--- config.mk ---
export PLATFORM = sky130hd
export DESIGN_NAME = coh_sync_hub
export DESIGN_NICKNAME = d
export VERILOG_FILES = /design/src/rtl/coh_hub_pkg.sv /design/src/rtl/coh_hub_datapath.sv /design/src/rtl/coh_hub_ctrl.sv /design/src/rtl/coh_sync_hub.sv
export SDC_FILE = /design/constraint.sdc
export NUM_CORES = 1
export LEC_CHECK = 0
export BUFFER_PORTS_ARGS = -buffer_cell sky130_fd_sc_hd__buf_2
export CAP_MARGIN = 20
export CELL_PAD_IN_SITES_DETAIL_PLACEMENT = 1
export CELL_PAD_IN_SITES_GLOBAL_PLACEMENT = 2
export CORE_MARGIN = 5
export CORE_UTILIZATION = 22
export CTS_CLUSTER_DIAMETER = 30
export DETAILED_ROUTE_END_ITERATION = 8
export MAX_ROUTING_LAYER = met4
export PLACE_DENSITY = 0.79
export SLEW_MARGIN = 0
export SYNTH_ARGS = -nofsm -noshare
export SYNTH_HDL_FRONTEND = slang
export SYNTH_SLANG_ARGS = --single-unit
export TNS_END_PERCENT = 10
--- constraint.sdc ---
create_clock -name clk -period 2.57 [get_ports clk]
set_input_delay 0.257 -clock clk [delete_from_list [all_inputs] [get_ports clk]]
set_output_delay 0.257 -clock clk [all_outputs]
set_load 0.02 [all_outputs]
--- src/rtl/coh_hub_pkg.sv ---
`timescale 1ns/1ps
package coh_hub_pkg;
  // strobes from control to datapath
  typedef struct packed {
    logic load;   // write taken: capture payload, open round
    logic done;   // sync handshake: close round
  } hub_strobe_t;
endpackage

--- src/rtl/coh_hub_datapath.sv ---
`timescale 1ns/1ps
module coh_hub_datapath
  import coh_hub_pkg::*;
#(
  parameter int NUM_MASTERS = 4,
  parameter int ADDR_W      = 32,
  parameter int LEN_W       = 8,
  parameter int SRC_W       = 2
) (
  input  logic                   clk,
  input  logic                   rstN,
  input  hub_strobe_t            stb,
  input  logic [SRC_W-1:0]       wrSource,
  input  logic [ADDR_W-1:0]      wrAddress,
  input  logic [LEN_W-1:0]       wrLength,
  output logic [NUM_MASTERS-1:0] targetMask,
  output logic [NUM_MASTERS-1:0] writerOneHot,
  output logic                   invAll,
  output logic [ADDR_W-1:0]      invAddress,
  output logic [LEN_W-1:0]       invLength,
  output logic [SRC_W-1:0]       invSource,
  output logic [SRC_W-1:0]       syncSource
);
  logic [ADDR_W-1:0] addrQ;
  logic [LEN_W-1:0]  lenQ;
  logic [SRC_W-1:0]  srcQ;
  logic              roundLive;

  always_ff @(posedge clk) begin
    if (!rstN) begin
      addrQ     <= '0;
      lenQ      <= '0;
      srcQ      <= '0;
      roundLive <= 1'b0;
    end else begin
      if (stb.load) begin
        addrQ     <= wrAddress;
        lenQ      <= wrLength;
        srcQ      <= wrSource;
        roundLive <= 1'b1;
      end else if (stb.done) begin
        roundLive <= 1'b0;
      end
    end
  end

  // targets are every master except the incoming writer; writer decoded from capture
  for (genvar i = 0; i < NUM_MASTERS; i++) begin : g_dec
    assign targetMask[i]   = (wrSource != SRC_W'(i));
    assign writerOneHot[i] = roundLive && (srcQ == SRC_W'(i));
  end

  assign invAll     = 1'b1;
  assign invAddress = addrQ;
  assign invLength  = lenQ;
  assign invSource  = srcQ;
  assign syncSource = srcQ;


  no_reload_chk: assert property (@(posedge clk) disable iff (!rstN)
    stb.load |-> !roundLive);


  done_in_round_chk: assert property (@(posedge clk) disable iff (!rstN)
    stb.done |-> roundLive);
endmodule

--- src/rtl/coh_hub_ctrl.sv ---
`timescale 1ns/1ps
module coh_hub_ctrl
  import coh_hub_pkg::*;
#(
  parameter int NUM_MASTERS = 4
) (
  input  logic                   clk,
  input  logic                   rstN,
  input  logic                   wrValid,
  output logic                   wrReady,
  input  logic [NUM_MASTERS-1:0] targetMask,
  input  logic [NUM_MASTERS-1:0] writerOneHot,
  output logic [NUM_MASTERS-1:0] invValid,
  input  logic [NUM_MASTERS-1:0] invReady,
  input  logic [NUM_MASTERS-1:0] ackValid,
  output logic [NUM_MASTERS-1:0] ackReady,
  output logic [NUM_MASTERS-1:0] syncValid,
  input  logic [NUM_MASTERS-1:0] syncReady,
  output hub_strobe_t            stb
);
  localparam int CNT_W = $clog2(NUM_MASTERS + 1);

  typedef enum logic [1:0] {ST_IDLE, ST_COLLECT, ST_SYNC} hub_state_e;

  hub_state_e             state;
  logic [NUM_MASTERS-1:0] invPend;
  logic [NUM_MASTERS-1:0] ackPend;
  logic [CNT_W-1:0]       ackCount;
  logic [NUM_MASTERS-1:0] invFire;
  logic [NUM_MASTERS-1:0] ackFire;
  logic [CNT_W-1:0]       ackTaken;
  logic [CNT_W-1:0]       targetCount;

  always_comb begin
    wrReady   = (state == ST_IDLE);
    invValid  = invPend;
    ackReady  = ackPend & ~invPend;
    syncValid = (state == ST_SYNC) ? writerOneHot : '0;
    invFire   = invValid & invReady;
    ackFire   = ackValid & ackReady;
    stb.load  = wrValid && wrReady;
    stb.done  = (state == ST_SYNC) && |(syncValid & syncReady);
    ackTaken    = '0;
    targetCount = '0;
    for (int i = 0; i < NUM_MASTERS; i++) begin
      ackTaken    = ackTaken + CNT_W'(ackFire[i]);
      targetCount = targetCount + CNT_W'(targetMask[i]);
    end
  end

  always_ff @(posedge clk) begin
    if (!rstN) begin
      state    <= ST_IDLE;
      invPend  <= '0;
      ackPend  <= '0;
      ackCount <= '0;
    end else begin
      unique case (state)
        ST_IDLE: begin
          if (stb.load) begin
            invPend  <= targetMask;
            ackPend  <= targetMask;
            ackCount <= targetCount;
            state    <= (targetCount == '0) ? ST_SYNC : ST_COLLECT;
          end
        end
        ST_COLLECT: begin
          invPend  <= invPend & ~invFire;
          ackPend  <= ackPend & ~ackFire;
          ackCount <= ackCount - ackTaken;
          if (ackCount == ackTaken) state <= ST_SYNC;
        end
        ST_SYNC: begin
          if (stb.done) state <= ST_IDLE;
        end
        default: state <= ST_IDLE;
      endcase
    end
  end


  sync_after_acks_chk: assert property (@(posedge clk) disable iff (!rstN)
    (|syncValid) |-> (ackPend == '0) && (invPend == '0));


  sync_onehot_chk: assert property (@(posedge clk) disable iff (!rstN)
    $onehot0(syncValid));


  writer_no_inv_chk: assert property (@(posedge clk) disable iff (!rstN)
    (invValid & writerOneHot) == '0);


  count_match_chk: assert property (@(posedge clk) disable iff (!rstN)
    ackCount == CNT_W'($countones(ackPend)));


  inv_hold_chk: assert property (@(posedge clk) disable iff (!rstN)
    (|(invValid & ~invReady)) |=> (|invValid));


  busy_block_chk: assert property (@(posedge clk) disable iff (!rstN)
    stb.load |=> !wrReady);
endmodule

--- src/rtl/coh_sync_hub.sv ---
`timescale 1ns/1ps
module coh_sync_hub
  import coh_hub_pkg::*;
#(
  parameter int NUM_MASTERS = 4,
  parameter int ADDR_W      = 32,
  parameter int LEN_W       = 8,
  parameter int SRC_W       = $clog2(NUM_MASTERS)
) (
  input  logic                   clk,
  input  logic                   rstN,
  input  logic                   wrValid,
  output logic                   wrReady,
  input  logic [SRC_W-1:0]       wrSource,
  input  logic [ADDR_W-1:0]      wrAddress,
  input  logic [LEN_W-1:0]       wrLength,
  output logic [NUM_MASTERS-1:0] invValid,
  input  logic [NUM_MASTERS-1:0] invReady,
  output logic                   invAll,
  output logic [ADDR_W-1:0]      invAddress,
  output logic [LEN_W-1:0]       invLength,
  output logic [SRC_W-1:0]       invSource,
  input  logic [NUM_MASTERS-1:0] ackValid,
  output logic [NUM_MASTERS-1:0] ackReady,
  output logic [NUM_MASTERS-1:0] syncValid,
  input  logic [NUM_MASTERS-1:0] syncReady,
  output logic [SRC_W-1:0]       syncSource
);
  hub_strobe_t            stb;
  logic [NUM_MASTERS-1:0] targetMask;
  logic [NUM_MASTERS-1:0] writerOneHot;

  coh_hub_ctrl #(.NUM_MASTERS(NUM_MASTERS)) u_ctrl (
    .clk, .rstN, .wrValid, .wrReady,
    .targetMask, .writerOneHot,
    .invValid, .invReady, .ackValid, .ackReady,
    .syncValid, .syncReady, .stb
  );

  coh_hub_datapath #(
    .NUM_MASTERS(NUM_MASTERS), .ADDR_W(ADDR_W), .LEN_W(LEN_W), .SRC_W(SRC_W)
  ) u_dp (
    .clk, .rstN, .stb, .wrSource, .wrAddress, .wrLength,
    .targetMask, .writerOneHot,
    .invAll, .invAddress, .invLength, .invSource, .syncSource
  );


  payload_stable_chk: assert property (@(posedge clk) disable iff (!rstN)
    ((|invValid) && $past(|invValid)) |-> ($stable(invAddress) && $stable(invLength)
                                            && $stable(invSource) && invAll));
endmodule

==> summary.txt, run 1 <==
Final min period: 2.669 ns
sequential power share: 43.5%
Synth-to-Final Area Change: 34.84%
GRT Residual Overflow: 0
Main synth FF type: dfxtp_1
GPL Wtd Cong: 0.7811
IO Count: 115
Root Buffer Master: clkbuf_8
CORE AREA: 0.01084 mm^2
Multi-input gate area: 0.001166 mm^2
DR pass1 iterations: 4
Internal Pwr Total: 1.582 mW
Gate power share: 28.6%
Rows: 38
Syn. warnings: 0
synthesized area: 0.002435 mm^2
Clk pwr share: 27.9%
ANT nets after route: 0
routing usage on met2: 19.64%
GRT met1 Usage: 14.94%
Via Count: 2390
Avg Cell Area, Syn: 8.062 um^2
die height: 115.2 um
FF-to-FF setup slack: -0.1 ns
Post-Route WL: 7798 um
clk buf depth: 2
Slew Limit Headroom: 65.96%
Seq cells post-synth: 56
sinks on the clock net: 56
hpwl dp: 5952 um
CTS tree: built
RSZ-0062 raised after global routing: yes
Post-route DRC: 0
post-synthesis async set-or-reset flop share: 0%
HP Class: in2reg
antenna violations before repair: 1
max cap viols: 0
status: complete, but fails checks
Pleak: 1.557 nW
failing checks: negative setup slack
Worst-path clk slew: 0.12 ns
postcts setup bufs: 0
Syn Inst Count: 302
Total GRT Usage: 11.90%
CTS Buf Count: 5
DRT iter0 DRCs: 62
final hold viol count: 0
Slew Viols, Final: 0
Crit Path Max Fanout: 2
vias in the first global route: 2496
WL/cell: 14.15 um
maximum vdd drop: 0.0002223 V
# fillers: 1354
pin count of the biggest net entering global routing: 34
sequential cell area: 0.001129 mm^2
worst hold slack: 0.1693 ns
met3 Track Usage GR: 2.789%
Initial Util: 22.46%
Clock Latency Late Sink: 0.31 ns
setup slack after layout: -0.09883 ns
Yosys cell types: 38
power per cell area: 731.3 mW/mm^2
syn_nets: 368
Hold-fix buffers, CTS: 0
vias per inst: 4.338
crit share post-route: 103.8%
first-pass GRT wire length: 12280 um
fin area: 0.003283 mm^2
# setup viols final: 1
fmax: 374.7 MHz
port bufs: 113
Die ar.: 0.01327 mm^2
CTS H-tree lvls: 2
Worst setup SP type: register
Seq/Total Area, Yosys: 46.04%
worst path arrival time: 2.92 ns
WP data required: 2.82 ns
Final Core Density: 30.29%
Critical Path Sink Type: register
fraction of layout cells with a size suffix above 1: 36.10%
switching pwr: 818.8 uW
measured slew at the worst slew-check pin: 0.5100 ns
switching share of power: 34.11%
GRT busiest layer: met2
WS Path Type: reg2reg
nets: 475
Cell Area, Placed: 0.003141 mm^2
total negative slack: -0.09883 ns
DP Cell Count: 542
filler-free cell count of the finished design: 551
Post-synth EDFFs: 0
Die X: 115.2 um
Worst Skew: 0.01295 ns
==> worst max-delay path: stages, from the launching register on <==
cell	delay (ns)
dfxtp_2	0.34
nor2b_4	0.12
and2_1	0.15
ha_1	0.28
inv_2	0.04
fa_1	0.43
inv_1	0.07
ha_1	0.16
inv_2	0.04
fa_2	0.33
xor2_1	0.16
o32a_1	0.33
o22ai_1	0.15
==> per-layer routing <==
metal / vias up / share of wire (%)
met5: - / 0
met4: 0 / 0.13
met3: 2 / 5.8
met2: 77 / 47
met1: 1114 / 47
li1: 1197 / -
==> sequential cells by signal (all words and copies together), names as in the netlist <==
signal and count:
u_ctrl.ackCount 3, u_dp.invSource 2, u_ctrl.state 2, u_dp.invLength 8, u_dp.roundLive 1, u_ctrl.invValid 4
u_ctrl.ackPend 4, u_dp.invAddress 32
==> what timing repair did <==
action	4_1_cts	5_1_grt
resized for setup	2	3
setup endpoints to repair	1	2
pin swaps	0	0
==> cell families (layout without fill, tap and decap cells) <==
group	Yosys count	in the layout	synth area share, %
and+or+nand+nor	126	126	22.82
AOI/OAI and AO/OA	71	71	16.60
DFF	56	56	46.04
buffers and inverters	35	143	7.091
adders and majority gates	9	9	5.241
xor gates and xnor gates	2	2	0.7196
muxes	2	2	1.336
other	1	2	0.1540
==> Yosys cell counts (3+ instances only) <==
cell	n	area, um^2
o211ai_1	4	30.03
inv_1	13	48.80
nand2b_1	4	25.02
nand3b_1	4	30.03
nor2_1	3	11.26
ha_1	7	87.58
buf_4	4	30.03
buf_2	9	45.04
clkbuf_1	6	22.52
nor2b_1	5	31.28
a311oi_1	4	35.03
nand2_1	99	371.6
dfxtp_1	56	1121
a21oi_1	54	270.3
==> power by group through the flow <==
| stage | logic, mW | registers [mW] | clock network, mW |
|---|---|---|---|
| 3_5_place_dp | 0.692 | 1.06 | 0 |
| 4_1_cts | 0.694 | 1.05 | 0.709 |
| 5_1_grt | 0.762 | 1.06 | 0.742 |
| 3_3_place_gp | 0.678 | 1.06 | 0 |
| 2_1_floorplan | 0.375 | 1.14 | 0 |
| 6_report | 0.686 | 1.04 | 0.671 |
==> worst paths after layout <==
kind,cells past startpoint,startpoint,endpoint
worst max register to register,12,u_ctrl.ackPend[1]$_SDFFE_PN0P_,u_ctrl.ackCount[2]$_SDFFE_PN0P_
worst min register to register,2,u_dp.invAddress[10]$_SDFFE_PN0P_,u_dp.invAddress[10]$_SDFFE_PN0P_
worst min-delay path,3,wrAddress[1],u_dp.invAddress[1]$_SDFFE_PN0P_
worst max-delay path,12,u_ctrl.ackPend[1]$_SDFFE_PN0P_,u_ctrl.ackCount[2]$_SDFFE_PN0P_
==> metrics by stage <==
step / setup WS, ns / power (mW)
after floorplan: -0.006115 / 1.514
after global placement: -0.001331 / 1.737
after detailed placement: -0.08113 / 1.756
after CTS: -0.1157 / 2.450
after global routing: -0.2323 / 2.566
final: -0.09883 / 2.401
==> final cells by class <==
| type | count | area share (%) |
|---|---|---|
| multi-input cells | 211 | 35.52 |
| flip-flops and latches | 56 | 34.37 |
| repair buffers | 121 | 19.05 |
| well taps | 140 | 5.335 |
| clock buffers | 6 | 2.858 |
| inverters | 14 | 1.601 |
| clock inverters | 2 | 1.181 |
| diodes | 1 | 0.07622 |
==> cells in the final DEF, fill, tap and decap left out, types with 2 or more instances in the layout <==
cell      instances
buf_4             8
buf_2           113
inv_1            11
o21ai_0           2
ha_1              7
o211ai_1          4
nand3b_1          4
xor2_1            2
nor2b_4           2
inv_2             3
dfxtp_2           3
nor2_1            3
nand3_1           2
clkbuf_8          5
a311oi_1          4
and2_1            2
nand2_1          99
a21oi_1          54
dfxtp_1          52
nor2b_1           2
nand2b_1          4
Power figures use the tool's default switching activity.
==> run 2, diff against run 1 <==
--- a/config.mk
+++ b/config.mk
@@ -5,16 +5,17 @@
 export SDC_FILE = /design/constraint.sdc
 export NUM_CORES = 1
 export LEC_CHECK = 0
+export ABC_AREA = 1
 export BUFFER_PORTS_ARGS = -buffer_cell sky130_fd_sc_hd__buf_2
 export CAP_MARGIN = 20
 export CELL_PAD_IN_SITES_DETAIL_PLACEMENT = 1
 export CELL_PAD_IN_SITES_GLOBAL_PLACEMENT = 2
 export CORE_MARGIN = 5
-export CORE_UTILIZATION = 22
+export CORE_UTILIZATION = 21
 export CTS_CLUSTER_DIAMETER = 30
 export DETAILED_ROUTE_END_ITERATION = 8
 export MAX_ROUTING_LAYER = met4
-export PLACE_DENSITY = 0.79
+export PLACE_DENSITY = 0.78
 export SLEW_MARGIN = 0
 export SYNTH_ARGS = -nofsm -noshare
 export SYNTH_HDL_FRONTEND = slang
==> summary.txt, run 2 <==
IO Count: 115 (unchanged)
critical path's largest stage delay: 0.52 ns (+0.09 ns)
ANT nets after route: 0 (unchanged)
DR pass1 iterations: 5 (+1)
Pleak: 1.595 nW (+2.5%)
maximum vdd drop: 0.0003151 V (+42%)
postcts setup bufs: 0 (unchanged)
top cell type's share of synthesized area: 47.08% (+1.0 points)
most frequent cell after synthesis: nor2_1
Root Buffer Master: clkbuf_16
Die X: 116.5 um (+1.1%)
WL/cell: 13.33 um (-5.8%)
pin count of the biggest net entering global routing: 53 (+56%)
post-synthesis async set-or-reset flop share: 0% (unchanged)
synthesized area: 0.002381 mm^2 (-2.2%)
Avg Cell Area, Syn: 7.488 um^2 (-7.1%)
Post-synth EDFFs: 0 (unchanged)
WS Path Type: reg2reg
CTS Buf Count: 5 (unchanged)
RSZ-0062 raised after global routing: no
worst path arrival time: 2.61 ns (-0.31 ns)
Worst Skew: 0.008055 ns (-0.004891 ns)
Critical Path Sink Type: register
final hold viol count: 0 (unchanged)
fraction of layout cells with a size suffix above 1: 31.91% (-4.2 points)
Buf/Inv on CP: 4 (+1)
crit-path most repeated cell: inv_1
Largest register FFs: 32 (unchanged)
DRT iter0 DRCs: 56 (-9.7%)
syn_nets: 384 (+4.3%)
Slew Viols, Final: 0 (unchanged)
sinks on the clock net: 56 (unchanged)
Synth-to-Final Area Change: 34.94% (about the same)
CORE AREA: 0.01098 mm^2 (+1.3%)
critical path's top delay family: adder cells
# setup viols final: 0 (-1)
setup slack after layout: 0.1671 ns (+0.2660 ns)
clk buf depth: 2 (unchanged)
Syn. warnings: 0 (unchanged)
Stages on worst setup path: 11 (-1)
synth cell count leaders: nor2_1, dfxtp_1, o21ai_0, nand2_1, inv_1
vias per inst: 4.293 (-1.0%)
Worst setup SP type: register
nets: 488 (+2.7%)
Total GRT Usage: 11.12% (-0.78 points)
measured slew at the worst slew-check pin: 0.5506 ns (+0.04059 ns)
port bufs: 113 (unchanged)
CTS H-tree lvls: 2 (unchanged)
crit share post-route: 93.50% (-10 points)
Seq/Total Area, Yosys: 47.08% (+1.0 points)
Pwr Total: 2.590 mW (+7.9%)
Hold-fix buffers, CTS: 0 (unchanged)
die height: 116.5 um (+1.1%)
GRT Residual Overflow: 0 (unchanged)
CTS tree: built
crit-path cells: inv_1, nor3b_2, ha_1, inv_1, fa_1, inv_1, ha_1, inv_1, fa_2, nand2_1, a31oi_1
Clock Latency Late Sink: 0.29 ns (-0.02 ns)
vias in the first global route: 2478 (-0.72%)
ant diodes: 0 (-1)
most frequent cells in the layout: buf_2, nor2_1, dfxtp_1
antenna violations before repair: 0 (-1)
GPL Wtd Cong: 0.7206 (-7.7%)
Slew Limit Headroom: 63.30% (-2.7 points)
Via Count: 2417 (+1.1%)
power per cell area: 806.2 mW/mm^2 (+10%)
post-synth top area cell: dfxtp_1
fmax: 416.2 MHz (+11%)
WP data required: 2.78 ns (-0.04 ns)
Initial Util: 21.68% (-0.78 points)
Area contributors post-synth: dfxtp_1, nor2_1, o21ai_0
Die ar.: 0.01357 mm^2 (+2.2%)
worst hold slack: 0.2151 ns (+0.04579 ns)
Worst-path clk slew: 0.08 ns (-0.04 ns)
Syn Inst Count: 318 (+5.3%)
commonest non-fill, non-tap cell in the layout: buf_2
Post-Route WL: 7507 um (-3.7%)
first-pass GRT wire length: 11870 um (-3.4%)
Post-Place Worst Slack: -0.001205 ns (+0.07993 ns)
Crit Path Max Fanout: 2 (unchanged)
Rows: 38 (unchanged)
Seq cells post-synth: 56 (unchanged)
Final min period: 2.403 ns (-0.2660 ns)
max cap viols: 0 (unchanged)
hpwl dp: 5569 um (-6.4%)
slowest CP cell: fa_2
status: finished clean
hold path cells: 3 (unchanged)
HP Class: in2reg
reg2reg path depth: 11 (-1)
Main synth FF type: dfxtp_1
Post-route DRC: 0 (unchanged)
Yosys cell types: 28 (-26%)
-- run 2: worst paths after layout --
kind                                                     start                          endpoint  slack, ns
worst max-delay path            u_ctrl.ackPend[0]$_SDFFE_PN0P_   u_ctrl.ackCount[1]$_SDFFE_PN0P_       0.17
worst min-delay path                             wrAddress[11]  u_dp.invAddress[11]$_SDFFE_PN0P_       0.22
worst max register to register  u_ctrl.ackPend[0]$_SDFFE_PN0P_   u_ctrl.ackCount[1]$_SDFFE_PN0P_       0.17
worst min register to register  u_ctrl.ackPend[0]$_SDFFE_PN0P_    u_ctrl.ackPend[0]$_SDFFE_PN0P_       0.48
-- run 2: timing repair --
action                     in CTS  in global routing
setup endpoints to repair       1                  2
pin swaps                       0                  2
hold endpoints to repair        0                  0
gates resized for setup         1                  4
-- run 2: logic make-up (layout without fill, tap and decap cells) --
family / Yosys count / after routing / share of synthesized area [%]
AOI/OAI and AO/OA: 62 / 62 / 13.66
xor gates and xnor gates: 1 / 1 / 0.3679
DFF: 56 / 56 / 47.08
buffers and inverters: 43 / 148 / 8.145
adders and majority gates: 9 / 9 / 5.360
and+or+nand+nor: 146 / 146 / 25.22
other: 1 / 1 / 0.1575
-- run 2: routing by layer --
| layer | vias up | wire length (um) | global-route usage, % |
|---|---|---|---|
| met5 | - | 0 | - |
| met4 | 0 | 60 | 2.320 |
| met3 | 7 | 556 | 2.902 |
| met2 | 74 | 3532 | 18.23 |
| met1 | 1126 | 3357 | 13.83 |
| li1 | 1210 | - | - |
-- run 2: worst register-to-register path, stage by stage, from the launching register on --
cell and delay [ns]:
dfxtp_1 0.33, inv_1 0.06, nor3b_2 0.21, ha_1 0.26
inv_1 0.07, fa_1 0.41, inv_1 0.06, ha_1 0.14
inv_1 0.06, fa_2 0.52, nand2_1 0.05, a31oi_1 0.15
-- run 2: final cells by class --
type | instances | area (um^2)
clock buffer | 6 | 138.9
clock inverter | 2 | 13.76
fill | 1372 | 7770
inverter | 24 | 92.59
multi-input combinational | 219 | 1082
sequential | 56 | 1122
tap | 140 | 175.2
timing repair buffer | 116 | 588.1
-- run 2: metrics by stage --
step	area (um^2)	instances	utilization, %	TNS [ns]
after CTS	3201	563	29.14	0
after floorplan	2381	318	-	0
after global placement	3043	555	27.71	0
after detailed placement	3043	555	27.71	-0.001205
final	3213	563	29.26	0
after global routing	3213	563	29.26	0
-- run 2: power by group --
| part | switching, mW | internal, mW |
|---|---|---|
| logic | 0.526 | 0.267 |
| clock network | 0.319 | 0.391 |
| registers | 0.0847 | 1.00 |
| total | 0.929 | 1.66 |
==> run 3, diff against run 2 <==
--- a/config.mk
+++ b/config.mk
@@ -14,6 +14,7 @@
 export CORE_UTILIZATION = 21
 export CTS_CLUSTER_DIAMETER = 30
 export DETAILED_ROUTE_END_ITERATION = 8
+export GPL_TIMING_DRIVEN = 0
 export MAX_ROUTING_LAYER = met4
 export PLACE_DENSITY = 0.78
 export SLEW_MARGIN = 0
==> summary.txt, run 3 (synthesis gave the netlist of run 2 again) <==
status: finished clean
ant diodes: 0 (unchanged)
first-pass GRT wire length: 12060 um (+1.6%)
CORE AREA: 0.01098 mm^2 (unchanged)
most frequent cells in the layout: buf_2, nor2_1, dfxtp_1
Initial Util: 21.68% (unchanged)
WL/cell: 13.27 um (-0.45%)
ANT nets after route: 0 (unchanged)
Total GRT Usage: 11.47% (+0.36 points)
Worst Setup SP: u_ctrl.ackPend[1]$_SDFFE_PN0P_
Via Count: 2451 (+1.4%)
DR pass1 iterations: 3 (-2)
Post-Route WL: 7699 um (+2.6%)
nets: 505 (+3.5%)
Slew Viols, Final: 0 (unchanged)
power per cell area: 817.0 mW/mm^2 (+1.3%)
measured slew at the worst slew-check pin: 0.5310 ns (-0.01960 ns)
clk buf depth: 2 (unchanged)
Cell Area, Placed: 0.003122 mm^2 (+2.6%)
Worst Skew: 0.01083 ns (+0.002770 ns)
Die X: 116.5 um (unchanged)
WS Path Type: reg2reg
HP Class: in2reg
reg-to-reg startpoint: u_ctrl.ackPend[1]$_SDFFE_PN0P_
antenna violations before repair: 0 (unchanged)
FF-to-FF setup slack: 0.13 ns (-0.03 ns)
commonest non-fill, non-tap cell in the layout: buf_2
hpwl dp: 6134 um (+10%)
Post-Place Worst Slack: -0.1939 ns (-0.1927 ns)
IO Count: 115 (unchanged)
slowest CP cell: fa_1
Root Buffer Master: clkbuf_16
pin count of the biggest net entering global routing: 19 (-64%)
Crit Path Max Fanout: 2 (unchanged)
reg2reg path depth: 13 (+2)
# setup viols final: 0 (unchanged)
Critical Path Sink Type: register
vias per inst: 4.226 (-1.6%)
r2r endpoint: u_ctrl.ackCount[2]$_SDFFE_PN0P_
DRT iter0 DRCs: 83 (+48%)
die height: 116.5 um (unchanged)
Clock Latency Late Sink: 0.30 ns (about the same)
Rows: 38 (unchanged)
Synth-to-Final Area Change: 39.94%
setup slack after layout: 0.1348 ns (-0.03229 ns)
crit share post-route: 94.75% (+1.3 points)
worst path arrival time: 2.60 ns (about the same)
fraction of layout cells with a size suffix above 1: 33.64% (+1.7 points)
GRT Residual Overflow: 0 (unchanged)
RSZ-0062 raised after global routing: yes
Pwr Total: 2.722 mW (+5.1%)
critical path's largest stage delay: 0.41 ns (-0.11 ns)
sinks on the clock net: 56 (unchanged)
fmax: 410.7 MHz (-1.3%)
crit-path most repeated cell: inv_2
Slew Limit Headroom: 64.60% (+1.3 points)
Pleak: 1.651 nW (+3.5%)
CTS Buf Count: 5 (unchanged)
Post-route DRC: 0 (unchanged)
GPL Wtd Cong: 0.7670 (+6.4%)
final hold viol count: 0 (unchanged)
CTS H-tree lvls: 2 (unchanged)
fin area: 0.003332 mm^2 (+3.7%)
port bufs: 113 (unchanged)
Die ar.: 0.01357 mm^2 (unchanged)
crit-path cells: inv_2, nor3b_4, ha_1, inv_2, fa_1, inv_1, ha_1, inv_2, fa_2, nand2_1, nand2_1, o21ai_2, a21oi_2
WP data required: 2.74 ns (-0.04 ns)
vias in the first global route: 2521 (+1.7%)
Worst-path clk slew: 0.08 ns (about the same)
Largest register FFs: 32 (unchanged)
CTS tree: built
Worst setup SP type: register
Final min period: 2.435 ns (+0.03229 ns)
Hold-fix buffers, CTS: 0 (unchanged)
maximum vdd drop: 0.0003050 V (-3.2%)
crit path capture: u_ctrl.ackCount[2]$_SDFFE_PN0P_
max cap viols: 0 (unchanged)
==> run 3: cell type report <==
cell class | instances | area, um^2
Buffer | 19 | 101.3
Clock buffer | 5 | 125.1
Clock inverter | 3 | 46.29
Fill cell | 1396 | 7651
Inverter | 24 | 92.59
Multi-Input combinational cell | 219 | 1095
Sequential cell | 56 | 1124
Tap cell | 140 | 175.2
Timing Repair Buffer | 114 | 573.1
==> run 3: what timing repair did <==
item	4_1_cts	5_1_grt
buffers inserted	0	1
pin swaps	2	5
endpoints found under the setup margin	2	2
gates resized for setup	5	6
==> run 3: where the power goes <==
| group | internal (mW) | total, mW | switching, mW | leakage [nW] |
|---|---|---|---|---|
| Clock | 0.464 | 0.800 | 0.335 | 0.0804 |
| Sequential | 1.00 | 1.09 | 0.0842 | 0.465 |
| Combinational | 0.296 | 0.835 | 0.539 | 1.11 |
| Total | 1.76 | 2.72 | 0.959 | 1.65 |
==> run 3: worst min path at each step <==
stage                                                start                          endpoint  depth (start not counted)
after detailed placement  u_dp.invAddress[23]$_SDFFE_PN0P_  u_dp.invAddress[23]$_SDFFE_PN0P_                          2
final                                        wrAddress[14]  u_dp.invAddress[14]$_SDFFE_PN0P_                          3
after CTS                                    wrAddress[16]  u_dp.invAddress[16]$_SDFFE_PN0P_                          3
after global placement    u_dp.invAddress[30]$_SDFFE_PN0P_  u_dp.invAddress[30]$_SDFFE_PN0P_                          2
after floorplan                                       rstN  u_dp.invAddress[11]$_SDFFE_PN0P_                          2
after global routing                         wrAddress[24]  u_dp.invAddress[24]$_SDFFE_PN0P_                          3
==> run 3: through the flow <==
step / hold WS [ns] / utilization (%) / std cells / setup TNS (ns)
floorplan: 0.3927 / - / 318 / 0
global placement: 0.4596 / 28.42 / 571 / -0.1109
detailed placement: 0.4727 / 28.42 / 571 / -0.2934
CTS: 0.2018 / 30.18 / 579 / 0
global route: 0.2175 / 30.34 / 580 / -0.02620
finish: 0.2068 / 30.34 / 580 / 0
==> run 3: worst max-delay path: cells and delay by family, from the launching register on <==
family                   cells  cell delay (ns)
AO/OA/AOI/OAI                2             0.21
adder cells (fa/ha/maj)      4             1.18
buffers and inverters        4             0.22
flip-flops                   1             0.34
AND/OR/NAND/NOR              3             0.36
==> run 3: per-layer routing <==
metal	vias to the layer above	track usage (%)	wire, um
li1	1247	-	-
met1	1131	14.62	3588
met2	68	19.07	3624
met3	5	2.280	436
met4	0	2.088	50
met5	-	-	0
